$ cat config.mk
export PLATFORM = sky130hd
export DESIGN_NAME = sinc3_decim
export DESIGN_NICKNAME = d
export VERILOG_FILES = /design/src/rtl/sinc3_pkg.sv /design/src/rtl/sinc3_integ.sv /design/src/rtl/sinc3_comb.sv /design/src/rtl/sinc3_scale.sv /design/src/rtl/sinc3_decim.sv
export SDC_FILE = /design/constraint.sdc
export NUM_CORES = 1
export LEC_CHECK = 0
export BUFFER_PORTS_ARGS = -buffer_cell sky130_fd_sc_hd__buf_2
export CORE_AREA = 10 10 181 183
export CTS_CLUSTER_SIZE = 10
export DETAILED_ROUTE_END_ITERATION = 7
export DIE_AREA = 0 0 191 193
export PLACE_DENSITY = 0.8
export SLEW_MARGIN = 0
export SYNTH_ARGS = -nofsm -noshare
export SYNTH_HDL_FRONTEND = slang
export SYNTH_SLANG_ARGS = --single-unit
$ cat constraint.sdc
create_clock -name clk_i -period 10.7 [get_ports clk_i]
set_clock_uncertainty 0.2 [all_clocks]
set_input_delay 0.535 -clock clk_i [delete_from_list [all_inputs] [get_ports clk_i]]
set_output_delay 0.535 -clock clk_i [all_outputs]
set_load 0.01 [all_outputs]
$ cat src/rtl/sinc3_pkg.sv
package sinc3_pkg;
  localparam int THERM_W = 4;
  localparam int LVL_W   = 3;
  localparam int ORDER   = 3;

  // ones count minus mid level; bubble codes handled by counting
  function automatic logic signed [LVL_W-1:0] therm_to_level(input logic [THERM_W-1:0] t);
    logic [LVL_W-1:0] n;
    n = '0;
    for (int i = 0; i < THERM_W; i++) n = n + LVL_W'(t[i]);
    return signed'(n - LVL_W'(THERM_W / 2));
  endfunction
endpackage

$ cat src/rtl/sinc3_integ.sv
module sinc3_integ #(
  parameter int ACC_W = 27,
  parameter int LVL_W = 3,
  parameter int ORDER = 3
) (
  input  logic                         clk_i,
  input  logic                         rst_ni,
  input  logic                         clr_i,
  input  logic signed [LVL_W-1:0]      lvl_i,
  output logic        [ACC_W-1:0]      acc_o
);
  logic [ORDER-1:0][ACC_W-1:0] acc;

  for (genvar s = 0; s < ORDER; s++) begin : g_stage
    logic [ACC_W-1:0] src;
    logic [ACC_W-1:0] acc_q;
    if (s == 0) begin : g_first
      assign src = {{(ACC_W-LVL_W){lvl_i[LVL_W-1]}}, lvl_i};
    end else begin : g_next
      assign src = acc[s-1];
    end
    // wraparound arithmetic is intended
    always_ff @(posedge clk_i or negedge rst_ni) begin
      if (!rst_ni)    acc_q <= '0;
      else if (clr_i) acc_q <= '0;
      else            acc_q <= acc_q + src;
    end
    assign acc[s] = acc_q;
  end

  assign acc_o = acc[ORDER-1];
endmodule

$ cat src/rtl/sinc3_comb.sv
module sinc3_comb #(
  parameter int ACC_W = 27,
  parameter int ORDER = 3
) (
  input  logic             clk_i,
  input  logic             rst_ni,
  input  logic             clr_i,
  input  logic             en_i,
  input  logic [ACC_W-1:0] x_i,
  output logic [ACC_W-1:0] y_o
);
  logic [ORDER:0][ACC_W-1:0] diff;
  assign diff[0] = x_i;

  for (genvar s = 0; s < ORDER; s++) begin : g_stage
    logic [ACC_W-1:0] z_q;
    always_ff @(posedge clk_i or negedge rst_ni) begin
      if (!rst_ni)     z_q <= '0;
      else if (clr_i)  z_q <= '0;
      else if (en_i)   z_q <= diff[s];
    end
    assign diff[s+1] = diff[s] - z_q;
  end

  assign y_o = diff[ORDER];
endmodule

$ cat src/rtl/sinc3_scale.sv
module sinc3_scale #(
  parameter int ACC_W    = 27,
  parameter int SEL_W    = 2,
  parameter int MIN_LOG2 = 5,
  parameter int OUT_W    = 24,
  parameter int NARROW_W = 16
) (
  input  logic [ACC_W-1:0] y_i,
  input  logic [SEL_W-1:0] sel_i,
  input  logic             wide_i,
  output logic [OUT_W-1:0] word_o
);
  // pre-shift so that the smallest ratio needs no left shift
  localparam int PRE   = OUT_W - 2 - 3 * MIN_LOG2;
  localparam int EXT_W = ACC_W + PRE;
  localparam int PAD_W = OUT_W - NARROW_W;
  localparam logic signed [EXT_W-1:0] MAX_V = EXT_W'((64'sd1 <<< (OUT_W-1)) - 1);
  localparam logic signed [EXT_W-1:0] MIN_V = EXT_W'(-(64'sd1 <<< (OUT_W-1)));

  logic signed [EXT_W-1:0] ext, shv;
  logic        [OUT_W-1:0] sat;
  logic        [5:0]       sh;

  always_comb begin
    sh  = 6'(3 * sel_i);
    ext = {y_i, {PRE{1'b0}}};
    shv = ext >>> sh;
    if (shv > MAX_V)      sat = MAX_V[OUT_W-1:0];
    else if (shv < MIN_V) sat = MIN_V[OUT_W-1:0];
    else                  sat = shv[OUT_W-1:0];
    word_o = sat;
    if (!wide_i) word_o[PAD_W-1:0] = '0;
  end
endmodule

$ cat src/rtl/sinc3_decim.sv
module sinc3_decim
  import sinc3_pkg::*;
#(
  parameter int SEL_W    = 2,
  parameter int MIN_LOG2 = 5,
  parameter int OUT_W    = 24,
  parameter int NARROW_W = 16
) (
  input  logic                 clk_i,
  input  logic                 rst_ni,
  input  logic [THERM_W-1:0]   therm_i,
  input  logic [SEL_W-1:0]     osr_sel_i,
  input  logic                 wide_i,
  output logic [OUT_W-1:0]     data_o,
  output logic                 drdy_o
);
  localparam int MAX_LOG2 = MIN_LOG2 + (1 << SEL_W) - 1;
  localparam int ACC_W    = ORDER * MAX_LOG2 + 3;
  localparam int CNT_W    = MAX_LOG2;
  localparam int SET_W    = $clog2(ORDER + 1);

  logic [SEL_W-1:0]   osr_q;
  logic [CNT_W-1:0]   cnt_q, cnt_lim;
  logic [SET_W-1:0]   settle_q;
  logic               restart, strobe;
  logic signed [LVL_W-1:0] lvl;
  logic [ACC_W-1:0]   integ, comb;
  logic [OUT_W-1:0]   word;
  logic [OUT_W-1:0]   data_q;
  logic               drdy_q;

  assign restart = (osr_sel_i != osr_q);
  assign cnt_lim = CNT_W'((1 << (MIN_LOG2 + int'(osr_q))) - 1);
  assign strobe  = (cnt_q == cnt_lim);
  assign lvl     = therm_to_level(therm_i);

  sinc3_integ #(.ACC_W(ACC_W), .LVL_W(LVL_W), .ORDER(ORDER)) u_integ (
    .clk_i, .rst_ni, .clr_i(restart), .lvl_i(lvl), .acc_o(integ)
  );

  sinc3_comb #(.ACC_W(ACC_W), .ORDER(ORDER)) u_comb (
    .clk_i, .rst_ni, .clr_i(restart), .en_i(strobe), .x_i(integ), .y_o(comb)
  );

  sinc3_scale #(
    .ACC_W(ACC_W), .SEL_W(SEL_W), .MIN_LOG2(MIN_LOG2),
    .OUT_W(OUT_W), .NARROW_W(NARROW_W)
  ) u_scale (
    .y_i(comb), .sel_i(osr_q), .wide_i, .word_o(word)
  );

  always_ff @(posedge clk_i or negedge rst_ni) begin
    if (!rst_ni) begin
      osr_q    <= '0;
      cnt_q    <= '0;
      settle_q <= '0;
      drdy_q   <= 1'b0;
      data_q   <= '0;
    end else if (restart) begin
      osr_q    <= osr_sel_i;
      cnt_q    <= '0;
      settle_q <= '0;
      drdy_q   <= 1'b0;
    end else begin
      cnt_q  <= strobe ? '0 : cnt_q + 1'b1;
      drdy_q <= 1'b0;
      if (strobe) begin
        if (settle_q != SET_W'(ORDER)) begin
          settle_q <= settle_q + 1'b1;
        end else begin
          drdy_q <= 1'b1;
          data_q <= word;
        end
      end
    end
  end

  assign data_o = data_q;
  assign drdy_o = drdy_q;
endmodule

==> reports/results.ini <==
[sta]
fin_ws_ns=1.97
setup-violations-final=0
max_clock_freq_mhz=115
slew_headroom=0.167
rsz0062_at_grt=false
fin_setup_tns_ns=0
slew_viol_final=0
min_period_over_period=0.816
min_period_ns=8.73
hold_viol=0
tightest_slew_ns=1.24

[final_layout]
final_cell_mix=239 x nand2_1, 203 x a21oi_1, 199 x dfrtp_1, 188 x nor2_1, 166 x ha_1
finalNetCount=2097
diodes=0
seq_area_um2=4980
multi_input_area_um2=10400
area_growth_pct=6.55
layout_commonest_cell=nand2_1
n_fill_cell=2537
drive_gt1_frac=0.0639

[flow_run]
cap_viol_max_count=0

[logic_synthesis]
synth_area_um2=16100
yosysSeqAreaShare=0.309
netlist_instances=1924
syn_avg_cell_area_um2=8.37
ys_warn_count=0
ys_seq_elements=199
ys_types=87
synth-edff-count=0
syn_nets=2106
synth_ff_type=dfrtp_1
async_flop_share=1.00

[floorplan]
die_x_um=191
dieHeight_um=193
rows=63
start_util=0.551
coreArea_um2=29200
pin_count=34
dieArea_um2=36900

[worst_setup_path]
cp.arrival_ns=8.91
cp.required_ns=10.87
slowest_stage=xnor3_1
slowest_delay_ns=0.56
path_common_cell=a21oi_1
crit_path_start_kind=flip-flop
end_kind=flip-flop
cp_max_fo=9
crit_type=reg2reg

[status]
run_status=finished, final reports clean

[power_and_ir_drop]
p_leak_nw=7.89
power_density_nw_per_um2=330
ir_drop_uv=252

[clock_network]
post_cts_resized=0
clk_path_buf_depth=2
cts_setup_buffers=0
cts_inserted_buffers=17
clkTransAtPathRegs_ns=0.07
htreeDepth=4
cts.sinks=199
clk_latency_ns=0.44
cts_tree=built
cts_hold_buf=1
cts-root-buf=clkbuf_16

[place]
dp_hpwl_um=25400
gp_congestion=0.894
place_ws_ns=2.19
port_buffers=33

[routing]
drtIter0Drc=708
vias=13300
firstDrtPassIters=5
finalWirelength_um=34500
wire_per_inst_um=14.9
drt-vias-per-instance=5.75
drc=0
detail-route-antenna-nets=0

[grt]
grt_pass1_vias=12900
track_usage=0.190
gr-total-overflow=0
antenna_found_initial=0
grt_max_degree=94
grt_pass1_wl_um=59600

[hold_path]
hp-class=in2reg

==> final timing paths <==
check,start,endpoint,slack (ns),depth (start not counted)
worst min-delay path,osr_sel_i[1],osr_q[1],0.03,1
worst max register to register,u_integ.acc_o[1],data_o[11],1.97,33
worst max-delay path,u_integ.acc_o[1],data_o[11],1.97,33
min in group asynchronous,rst_ni,u_comb.g_stage[2].z_q[0],0.45,2
worst min register to register,data_o[5],data_o[5],0.28,2
max in group asynchronous,rst_ni,u_integ.g_stage[0].acc_q[22],7.88,4
==> stage by stage <==
stage               power (mW)  utilization  instances  hold WS [ns]  cell area [um^2]
CTS                       5.63        0.587       2315        0.0166             17200
global route              6.13        0.587       2315        0.0162             17200
detailed placement        4.94        0.566       2285         0.264             16600
finish                    5.66        0.587       2315        0.0285             17200
global placement          4.84        0.566       2285         0.259             16600
floorplan                 4.14            -       1924        0.0394             16100
==> power breakdown <==
part	switching (mW)	internal [mW]	total [mW]
sequential	0.0200	0.775	0.795
clock	0.278	0.377	0.655
combinational	2.51	1.70	4.21
total	2.81	2.85	5.66
==> Yosys cell counts, types with 8 or more instances <==
cell type,number,share of area
nand2b_1,20,0.0078
o31ai_1,8,0.0037
buf_1,10,0.0023
mux2i_1,36,0.022
nand2_1,240,0.056
nand3_1,31,0.0096
a31oi_1,15,0.0058
a221o_1,16,0.0099
o21bai_1,14,0.0065
o211ai_1,9,0.0042
o21a_1,24,0.011
xnor2_1,83,0.045
a21oi_1,203,0.063
nand4_1,12,0.0047
nor2_1,188,0.044
a211oi_1,29,0.014
clkbuf_1,56,0.013
inv_1,121,0.028
and2_1,15,0.0058
nor3_1,40,0.012
o21ai_0,84,0.026
ha_1,166,0.13
dfrtp_1,199,0.31
nor2b_1,22,0.0085
xor2_1,57,0.031
or3_1,10,0.0039
and3_1,29,0.011
mux2_2,13,0.0091
a21o_1,35,0.016
==> cells by family after synthesis <==
logic type                 after synthesis  share of synthesized area
DFF                                    199                      0.309
xor gates and xnor gates               143                     0.0800
and+or+nand+nor                        639                      0.179
muxes                                   52                     0.0351
AOI/OAI and AO/OA                      524                      0.212
buffers and inverters                  194                     0.0470
adders and majority gates              173                      0.138
==> critical path: cells and delay by family, from the launching register on <==
| kind | cells | cell delay, ns |
|---|---|---|
| simple gates | 4 | 0.85 |
| compound gates | 22 | 5.01 |
| fa+ha+maj | 3 | 1.04 |
| xor+xnor | 4 | 1.09 |
| flops | 1 | 0.45 |
==> sequential cells by signal (all words and copies together) (netlist names) <==
| signal | cells |
|---|---|
| settle_q | 2 |
| u_integ.acc_o | 27 |
| u_integ.g_stage.acc_q | 54 |
| osr_q | 2 |
| drdy_o | 1 |
| cnt_q | 8 |
| data_o | 24 |
| u_comb.g_stage.z_q | 81 |
==> area by class of cell <==
type	instances	area share
clock inverters	7	0.00715
inverters	122	0.0267
clock buffers	22	0.0271
multi-input cells	1531	0.605
flip-flops and latches	199	0.290
well taps	390	0.0284
repair buffers	44	0.0151
==> layer usage <==
layer | up-vias | GRT usage | share of wire
li1 | 6766 | - | -
met1 | 6285 | 0.216 | 0.43
met2 | 205 | 0.353 | 0.51
met3 | 52 | 0.0252 | 0.028
met4 | 0 | 0.0775 | 0.028
met5 | - | 0 | 0
No activity file was read; power rests on OpenSTA's default activity.
